**config.mk**
```make
export PLATFORM = sky130hd
export DESIGN_NAME = eeprom_write_seq
export DESIGN_NICKNAME = d
export VERILOG_FILES = /design/src/rtl/ews_pkg.sv /design/src/rtl/ews_phase_timer.sv /design/src/rtl/ews_window_ctr.sv /design/src/rtl/ews_bus_ctrl.sv /design/src/rtl/eeprom_write_seq.sv
export SDC_FILE = /design/constraint.sdc
export NUM_CORES = 1
export LEC_CHECK = 0
export ABC_AREA = 1
export BUFFER_PORTS_ARGS = -buffer_cell sky130_fd_sc_hd__buf_2
export CORE_ASPECT_RATIO = 0.9
export CORE_UTILIZATION = 40
export CTS_BUF_LIST = sky130_fd_sc_hd__clkbuf_2
export DETAILED_ROUTE_END_ITERATION = 10
export GPL_TIMING_DRIVEN = 0
export PLACE_DENSITY = 0.6
export SYNTH_ARGS = -nofsm -noshare
export SYNTH_HDL_FRONTEND = slang
export SYNTH_SLANG_ARGS = --single-unit
```
**constraint.sdc**
```tcl
create_clock -name clk_i -period 2.9 [get_ports clk_i]
set_input_delay 0.58 -clock clk_i [delete_from_list [all_inputs] [get_ports clk_i]]
set_output_delay 0.58 -clock clk_i [all_outputs]
set_load 0.02 [all_outputs]
```
**src/rtl/ews_pkg.sv**
```systemverilog
package ews_pkg;

  typedef enum logic [3:0] {
    ST_IDLE,
    ST_SETUP,
    ST_STROBE,
    ST_HOLD,
    ST_WAIT_BUSY,
    ST_WAIT_RDY,
    ST_POLL,
    ST_POLL_GAP,
    ST_DONE,
    ST_ERROR
  } ews_state_e;

  // ceil(ns / clk_ns), never below one cycle
  function automatic int unsigned ns_to_cyc(int unsigned ns, int unsigned clk_ns);
    int unsigned c;
    c = (ns + clk_ns - 1) / clk_ns;
    return (c == 0) ? 1 : c;
  endfunction

  function automatic int unsigned max2(int unsigned a, int unsigned b);
    return (a > b) ? a : b;
  endfunction

endpackage

```
**src/rtl/ews_phase_timer.sv**
```systemverilog
module ews_phase_timer #(
  parameter int unsigned W = 8
) (
  input  logic         clk_i,
  input  logic         rst_ni,
  input  logic         load_i,
  input  logic [W-1:0] load_val_i,
  output logic         last_o
);

  logic [W-1:0] cnt_q;

  always_ff @(posedge clk_i or negedge rst_ni) begin
    if (!rst_ni)             cnt_q <= '0;
    else if (load_i)         cnt_q <= load_val_i;
    else if (cnt_q != '0)    cnt_q <= cnt_q - 1'b1;
  end

  assign last_o = (cnt_q == '0);

endmodule

```
**src/rtl/ews_window_ctr.sv**
```systemverilog
module ews_window_ctr #(
  parameter int unsigned W     = 20,
  parameter int unsigned LIMIT = 1000
) (
  input  logic clk_i,
  input  logic rst_ni,
  input  logic run_i,
  output logic expired_o
);

  localparam logic [W-1:0] LastVal = W'(LIMIT - 1);

  logic [W-1:0] cnt_q;

  always_ff @(posedge clk_i or negedge rst_ni) begin
    if (!rst_ni)          cnt_q <= '0;
    else if (!run_i)      cnt_q <= '0;
    else if (!expired_o)  cnt_q <= cnt_q + 1'b1;
  end

  assign expired_o = run_i && (cnt_q == LastVal);

endmodule

```
**src/rtl/ews_bus_ctrl.sv**
```systemverilog
module ews_bus_ctrl import ews_pkg::*; #(
  parameter int unsigned AW = 13,
  parameter int unsigned DW = 8
) (
  input  logic          clk_i,
  input  logic          rst_ni,
  input  ews_state_e    state_i,
  input  logic          capture_i,
  input  logic [AW-1:0] addr_i,
  input  logic [DW-1:0] data_i,
  output logic [AW-1:0] mem_addr_o,
  output logic [DW-1:0] mem_wdata_o,
  output logic          mem_wdata_oe_o,
  output logic          mem_ce_n_o,
  output logic          mem_we_n_o,
  output logic          mem_oe_n_o
);

  logic [AW-1:0] addr_q;
  logic [DW-1:0] data_q;

  always_ff @(posedge clk_i or negedge rst_ni) begin
    if (!rst_ni) begin
      addr_q <= '0;
      data_q <= '0;
    end else if (capture_i) begin
      addr_q <= addr_i;
      data_q <= data_i;
    end
  end

  // pins decoded straight from the state register
  always_comb begin
    mem_ce_n_o     = 1'b1;
    mem_we_n_o     = 1'b1;
    mem_oe_n_o     = 1'b1;
    mem_wdata_oe_o = 1'b0;
    unique case (state_i)
      ST_SETUP, ST_HOLD: begin
        mem_ce_n_o     = 1'b0;
        mem_wdata_oe_o = 1'b1;
      end
      ST_STROBE: begin
        mem_ce_n_o     = 1'b0;
        mem_we_n_o     = 1'b0;
        mem_wdata_oe_o = 1'b1;
      end
      ST_POLL: begin
        mem_ce_n_o = 1'b0;
        mem_oe_n_o = 1'b0;
      end
      default: ;
    endcase
  end

  assign mem_addr_o  = addr_q;
  assign mem_wdata_o = data_q;

  assert_strobe_guard_R3: assert property (@(posedge clk_i) disable iff (!rst_ni)
    !mem_we_n_o |-> (mem_oe_n_o && !mem_ce_n_o && mem_wdata_oe_o))
    else $error("strobe without OE high, CE low and data driven");

  assert_no_contention_R10: assert property (@(posedge clk_i) disable iff (!rst_ni)
    !mem_oe_n_o |-> (mem_we_n_o && !mem_wdata_oe_o))
    else $error("read overlaps write drive");

  assert_addr_held_R4: assert property (@(posedge clk_i) disable iff (!rst_ni)
    (state_i != ST_IDLE && $past(state_i) != ST_IDLE) |-> $stable(mem_addr_o))
    else $error("address moved during pending write");

  assert_hold_after_strobe_R4: assert property (@(posedge clk_i) disable iff (!rst_ni)
    $rose(mem_we_n_o) |-> (mem_wdata_oe_o && !mem_ce_n_o && $stable(mem_wdata_o)))
    else $error("data or CE dropped at strobe rise");

endmodule

```
**src/rtl/eeprom_write_seq.sv**
```systemverilog
module eeprom_write_seq import ews_pkg::*; #(
  parameter int unsigned AW              = 13,
  parameter int unsigned DW              = 8,
  parameter int unsigned CLK_NS          = 4,
  parameter int unsigned T_ADDR_SETUP_NS = 10,
  parameter int unsigned T_ADDR_HOLD_NS  = 100,
  parameter int unsigned T_STROBE_NS     = 150,
  parameter int unsigned T_DATA_SETUP_NS = 120,
  parameter int unsigned T_DATA_HOLD_NS  = 10,
  parameter int unsigned T_OE_GUARD_NS   = 10,
  parameter int unsigned T_BUSY_DLY_NS   = 50,
  parameter int unsigned T_ACCESS_NS     = 300,
  parameter int unsigned T_WRITE_MAX_NS  = 3000000
) (
  input  logic          clk_i,
  input  logic          rst_ni,
  input  logic          req_i,
  input  logic [AW-1:0] req_addr_i,
  input  logic [DW-1:0] req_data_i,
  input  logic          poll_mode_i,
  output logic          req_ready_o,
  output logic          done_o,
  output logic          timeout_o,
  output logic [AW-1:0] mem_addr_o,
  output logic [DW-1:0] mem_wdata_o,
  output logic          mem_wdata_oe_o,
  input  logic [DW-1:0] mem_rdata_i,
  output logic          mem_ce_n_o,
  output logic          mem_we_n_o,
  output logic          mem_oe_n_o,
  input  logic          mem_ready_i
);

  localparam int unsigned SetupCyc  = ns_to_cyc(T_ADDR_SETUP_NS, CLK_NS);
  localparam int unsigned StrobeCyc = max2(ns_to_cyc(T_STROBE_NS, CLK_NS),
                                      max2(ns_to_cyc(T_ADDR_HOLD_NS, CLK_NS),
                                           ns_to_cyc(T_DATA_SETUP_NS, CLK_NS)));
  localparam int unsigned HoldCyc   = max2(ns_to_cyc(T_DATA_HOLD_NS, CLK_NS),
                                           ns_to_cyc(T_OE_GUARD_NS, CLK_NS));
  localparam int unsigned BusyCyc   = ns_to_cyc(T_BUSY_DLY_NS, CLK_NS);
  localparam int unsigned ReadCyc   = ns_to_cyc(T_ACCESS_NS, CLK_NS);
  localparam int unsigned LimitCyc  = ns_to_cyc(T_WRITE_MAX_NS, CLK_NS);
  localparam int unsigned PhaseMax  = max2(max2(SetupCyc, StrobeCyc),
                                      max2(max2(HoldCyc, BusyCyc), ReadCyc));
  localparam int unsigned PhaseW    = $clog2(PhaseMax + 1);
  localparam int unsigned LimW      = $clog2(LimitCyc + 1);

  localparam logic [PhaseW-1:0] LdSetup  = PhaseW'(SetupCyc - 1);
  localparam logic [PhaseW-1:0] LdStrobe = PhaseW'(StrobeCyc - 1);
  localparam logic [PhaseW-1:0] LdHold   = PhaseW'(HoldCyc - 1);
  localparam logic [PhaseW-1:0] LdBusy   = PhaseW'(BusyCyc - 1);
  localparam logic [PhaseW-1:0] LdRead   = PhaseW'(ReadCyc - 1);

  ews_state_e        state_q, state_d;
  logic              poll_mode_q;
  logic              accept;
  logic              tmr_load;
  logic [PhaseW-1:0] tmr_val;
  logic              tmr_last;
  logic              win_run;
  logic              win_exp;
  logic              poll_hit;
  logic              unused_rdata;

  assign accept       = (state_q == ST_IDLE) && req_i;
  assign poll_hit     = (mem_rdata_i[DW-1] == mem_wdata_o[DW-1]);
  assign unused_rdata = ^mem_rdata_i[DW-2:0];
  assign win_run      = (state_q == ST_WAIT_BUSY) || (state_q == ST_WAIT_RDY) ||
                        (state_q == ST_POLL)      || (state_q == ST_POLL_GAP);

  always_comb begin
    state_d  = state_q;
    tmr_load = 1'b0;
    tmr_val  = '0;
    unique case (state_q)
      ST_IDLE: if (req_i) begin
        state_d  = ST_SETUP;
        tmr_load = 1'b1;
        tmr_val  = LdSetup;
      end
      ST_SETUP: if (tmr_last) begin
        state_d  = ST_STROBE;
        tmr_load = 1'b1;
        tmr_val  = LdStrobe;
      end
      ST_STROBE: if (tmr_last) begin
        state_d  = ST_HOLD;
        tmr_load = 1'b1;
        tmr_val  = LdHold;
      end
      ST_HOLD: if (tmr_last) begin
        state_d  = ST_WAIT_BUSY;
        tmr_load = 1'b1;
        tmr_val  = LdBusy;
      end
      ST_WAIT_BUSY: begin
        if (win_exp) state_d = ST_ERROR;
        else if (tmr_last) begin
          if (poll_mode_q) begin
            state_d  = ST_POLL;
            tmr_load = 1'b1;
            tmr_val  = LdRead;
          end else begin
            state_d = ST_WAIT_RDY;
          end
        end
      end
      ST_WAIT_RDY: begin
        if (mem_ready_i)  state_d = ST_DONE;
        else if (win_exp) state_d = ST_ERROR;
      end
      ST_POLL: begin
        // completion seen on the last read edge beats the timeout
        if (tmr_last && poll_hit) state_d = ST_DONE;
        else if (win_exp)         state_d = ST_ERROR;
        else if (tmr_last)        state_d = ST_POLL_GAP;
      end
      ST_POLL_GAP: begin
        if (win_exp) state_d = ST_ERROR;
        else begin
          state_d  = ST_POLL;
          tmr_load = 1'b1;
          tmr_val  = LdRead;
        end
      end
      ST_DONE, ST_ERROR: state_d = ST_IDLE;
      default: state_d = ST_IDLE;
    endcase
  end

  always_ff @(posedge clk_i or negedge rst_ni) begin
    if (!rst_ni) begin
      state_q     <= ST_IDLE;
      poll_mode_q <= 1'b0;
    end else begin
      state_q <= state_d;
      if (accept) poll_mode_q <= poll_mode_i;
    end
  end

  ews_phase_timer #(.W(PhaseW)) phase_tmr_i (
    .clk_i      (clk_i),
    .rst_ni     (rst_ni),
    .load_i     (tmr_load),
    .load_val_i (tmr_val),
    .last_o     (tmr_last)
  );

  ews_window_ctr #(.W(LimW), .LIMIT(LimitCyc)) window_i (
    .clk_i     (clk_i),
    .rst_ni    (rst_ni),
    .run_i     (win_run),
    .expired_o (win_exp)
  );

  ews_bus_ctrl #(.AW(AW), .DW(DW)) bus_i (
    .clk_i          (clk_i),
    .rst_ni         (rst_ni),
    .state_i        (state_q),
    .capture_i      (accept),
    .addr_i         (req_addr_i),
    .data_i         (req_data_i),
    .mem_addr_o     (mem_addr_o),
    .mem_wdata_o    (mem_wdata_o),
    .mem_wdata_oe_o (mem_wdata_oe_o),
    .mem_ce_n_o     (mem_ce_n_o),
    .mem_we_n_o     (mem_we_n_o),
    .mem_oe_n_o     (mem_oe_n_o)
  );

  assign req_ready_o = (state_q == ST_IDLE);
  assign done_o      = (state_q == ST_DONE) || (state_q == ST_ERROR);
  assign timeout_o   = (state_q == ST_ERROR);

  assert_accept_setup_R2: assert property (@(posedge clk_i) disable iff (!rst_ni)
    (req_i && req_ready_o) |=> (mem_we_n_o && !mem_ce_n_o))
    else $error("no set-up cycle before strobe");

  assert_refuse_pending_R1: assert property (@(posedge clk_i) disable iff (!rst_ni)
    !req_ready_o |=> ($stable(mem_wdata_o) && $stable(mem_addr_o)))
    else $error("pending write disturbed by new request");

  assert_done_pulse_R6: assert property (@(posedge clk_i) disable iff (!rst_ni)
    done_o |=> (!done_o && req_ready_o))
    else $error("done is not a single-cycle pulse");

  assert_timeout_qualifies_R8: assert property (@(posedge clk_i) disable iff (!rst_ni)
    timeout_o |-> done_o)
    else $error("timeout without done");

  assert_no_early_poll_R5: assert property (@(posedge clk_i) disable iff (!rst_ni)
    $rose(mem_we_n_o) |=> mem_oe_n_o)
    else $error("poll started inside busy delay");

endmodule

```
==> summary.md <==
* 20.9% — remaining max-slew budget at the tightest pin
* 0 — Yosys warnings
* 84.6% — fin crit share
* output port — Worst setup EP type
* 0 — count of flip-flops with a built-in enable after synthesis
* 4.78 — vias per cell
* 1340 sq um — area occupied by multi-input gates
* 0 — post-CTS setup buffer count
* 10500 microns — global-route wire length before repair
* 466 — Final #Nets
* 5 — CTS buffer count
* yes — CTS tree
* 54 — largest net degree at the start of global routing
* 0 — overflow left after global routing
* sky130_fd_sc_hd__nand2_1 (130), sky130_fd_sc_hd__buf_2 (59), sky130_fd_sc_hd__dfrtp_1 (53), sky130_fd_sc_hd__nor2_1 (35), sky130_fd_sc_hd__inv_1 (29) — top library cells by usage in the layout, fill and taps aside
* simple AND/OR/NAND/NOR gates — dominant combinational cell family by area after synthesis
* 28 — number of rows created at floorplan
* no — setup repair after global routing missed its margin
* sky130_fd_sc_hd__dfrtp_1 — primary flip-flop cell chosen by synthesis mapping
* nor2_1 > inv_1 > nor2_2 > nor2_1 > buf_2 — CP Cell Sequence
* 0.850 — final estimated routing congestion in global placement
* 2860 sq um — area of the mapped netlist
* 2 — worst-case clock buffer depth
* 684 — number of inserted filler cells in the final layout
* 82.2 microns — chip height
* 6730 sq um — total core area
* 405 — Post-Syn Nets
* 0 — number of maximum-capacitance violations
* 0 — number of cells upsized or downsized after cts
* 0 — CTS Hold Buffers Added
* sky130_fd_sc_hd__nand2_1 — most frequent standard cell in the layout excluding fill and tap cells
* 2.32 ns — data required time at the worst endpoint
* 49.0% — Layout Utilization
* 0 — antenna-violating nets left
* 0.50 ns — CP peak stage delay
* 100% — share of async-settable or async-resettable flops after synthesis
* 6260 microns — final wirelength
* 0.875% — arithmetic-cell share of the synthesized area counting full adders, half adders and majority gates
* 2488 — total number of vias
* 1.68 nW — Leak
* 42.5% — starting density of the core
* 0.47 ns — clock insertion delay at the later pin of the skew report
* 53 — post-synthesis sequential element count
* 0.0348 ns — Post-Route Skew
* 0.33 ns — clock transition at the register clock pins on the worst setup and hold paths after CTS
* 25.5% — fraction of final layout cells sized beyond drive strength 1
* 0 — remaining design rule violation count
* 1330 sq um — area used by sequential logic in the layout
* sky130_fd_sc_hd__clkbuf_2 — root buffer cell
* 2.45 ns — Final min period
* 7.75 sq um — mean instance size in the synthesized netlist
* 0 — final-report hold violation count
* simple AND/OR/NAND/NOR gates — family with the most delay on the worst path
* 4 — 1st-pass router iterations
* 7490 sq um — Die Footprint
* 2 — Critical path buffers and inverters
* sky130_fd_sc_hd__dfrtp_1 — library cell contributing the largest single delay on the critical path
* flip-flop — kind of launch point of the worst setup path
* 12.0 microns — drt wl/cell
* 17.7% — total global-route track usage
* 0% — share of cell area taken by muxes after synthesis
* 1.84% — parity-gate share of the synthesized area counting xor and xnor cells
* 54 — number of I/O port buffers
* 1.87 ns — data arrival time of the critical path
* 0 — setup violators final
* 2 — H-tree lvl count
* 31 — number of library cell types mapped by synthesis
* 2292 — vias in the first global route
* 0 ns — final sum of negative setup slack
* 62 — number of ports placed on the die boundary
* input pin to flip-flop — Hold/Removal Path Class
* 0 — Ant. Diodes
* 0.407 GHz — Max Fclk
* 1.19 ns — slew at the pin closest to its max-slew limit
* 7.13% — Synth Area in Compound Gates
* 91.1 microns — die extent in x
* 37.1% — Simple-Gate Fraction of Synth Area
* completed — result of the run
* sky130_fd_sc_hd__nor2_1 — most repeated library cell on the critical path
* flip-flop to output port — Worst Setup Path Type
* 369 — cells after synthesis
* 4650 microns — detailed placement HPWL
* 919 nW/um^2 — cell area power density
* 452 uV — Max IR drop VDD
* 5 — Worst Path Max Fanout
* 0 — Slew Viols, Final
* 53 — number of sinks on the clock net
* 0 — antenna violations before repair
* 15.3% — Synth-to-Final Area Change
* 46.4% — part of the Yosys area used for sequential elements
* 96 — Iter 0 DRT Violations
[through the flow]
| stage | power (W) | cells | area, sq um | setup WS (ns) | hold slack, ns |
|---|---|---|---|---|---|
| finish | 0.00303 | 521 | 3300 | 0.446 | 0.266 |
| global route | 0.00331 | 521 | 3300 | 0.296 | 0.220 |
| CTS | 0.00305 | 521 | 3300 | 0.458 | 0.251 |
| detailed placement | 0.00271 | 513 | 3240 | 1.02 | 0.453 |
| global placement | 0.00269 | 513 | 3240 | 1.03 | 0.449 |
| floorplan | 0.00226 | 369 | 2860 | 1.10 | 0.284 |
[registers in the layout, summed over array words and instances (netlist names)]
register and cells:
bus_i.mem_addr_o 13, state_q 4, poll_mode_q 1, bus_i.mem_wdata_o 8, phase_tmr_i.cnt_q 7, window_i.cnt_q 20
[layer usage]
metal | vias to the layer above | global-route usage (%) | share of wire (%)
met1 | 1127 | 25.4 | 51
li1 | 1287 | - | -
met5 | - | 0 | 0
met4 | 0 | 3.81 | 0.21
met2 | 72 | 27.7 | 43
met3 | 2 | 4.03 | 6.0
[cells by family (layout without fill, tap and decap cells)]
logic type | Yosys count | in the layout
and+or+nand+nor | 225 | 225
DFF | 53 | 53
buffers and inverters | 47 | 109
AOI/OAI and AO/OA | 36 | 36
xor gates and xnor gates | 6 | 6
adders and majority gates | 2 | 2
[path summary, 6_finish.rpt]
| path | from | endpoint | slack, ns | cells after the start |
|---|---|---|---|---|
| hold / removal | req_addr_i[2] | bus_i.mem_addr_o[2]$_DFFE_PN0P_ | 0.27 | 3 |
| setup reg to reg | phase_tmr_i.cnt_q[0]$_DFFE_PN0P_ | state_q[2]$_DFFE_PN0P_ | 1.04 | 10 |
| min in group asynchronous | rst_ni | bus_i.mem_wdata_o[2]$_DFFE_PN0P_ | 0.28 | 1 |
| hold reg to reg | bus_i.mem_addr_o[9]$_DFFE_PN0P_ | bus_i.mem_addr_o[9]$_DFFE_PN0P_ | 0.51 | 2 |
| max in group asynchronous | rst_ni | window_i.cnt_q[9]$_DFFE_PN0P_ | 1.87 | 1 |
| setup / recovery | state_q[2]$_DFFE_PN0P_ | mem_ce_n_o | 0.45 | 5 |
[synthesized netlist by cell type, types with 2 or more instances]
cell type	n	area (sq um)
sky130_fd_sc_hd__a21oi_1	15	75.1
sky130_fd_sc_hd__xnor2_1	5	43.8
sky130_fd_sc_hd__a31oi_1	2	12.5
sky130_fd_sc_hd__nand2_1	130	488
sky130_fd_sc_hd__nor3_1	10	50.1
sky130_fd_sc_hd__nand3_1	12	60.1
sky130_fd_sc_hd__o21ai_1	4	20.0
sky130_fd_sc_hd__nor3_4	3	48.8
sky130_fd_sc_hd__ha_1	2	25.0
sky130_fd_sc_hd__inv_1	29	109
sky130_fd_sc_hd__nor3_2	2	20.0
sky130_fd_sc_hd__nor2_2	8	50.1
sky130_fd_sc_hd__nor2_1	35	131
sky130_fd_sc_hd__nor2_4	2	22.5
sky130_fd_sc_hd__dfrtp_1	53	1330
sky130_fd_sc_hd__nand2_2	8	50.1
sky130_fd_sc_hd__o21ai_0	11	55.1
sky130_fd_sc_hd__inv_2	11	41.3
sky130_fd_sc_hd__buf_2	5	25.0
sky130_fd_sc_hd__nand4_1	8	50.1
sky130_fd_sc_hd__nand3_2	4	40.0
[worst min-delay path, stage by stage]
cell and delay (ns):
sky130_fd_sc_hd__buf_2 0.07, sky130_fd_sc_hd__nand2_1 0.04, sky130_fd_sc_hd__nand2_1 0.05
[cell type report]
cell class	count	area share, %
Inverter	41	4.67
Sequential cell	53	40.2
Buffer	6	1.10
Clock buffer	5	0.759
Tap cell	90	3.42
Timing Repair Buffer	54	8.20
Multi-Input combinational cell	269	40.7
Clock inverter	3	0.873
[power breakdown]
group / leakage, nW / internal, W / switching, W
combinational: 0.952 / 0.000524 / 0.00102
sequential: 0.689 / 0.000967 / 0.000179
clock: 0.0355 / 0.0000722 / 0.000270
Power figures use the tool's default switching activity.
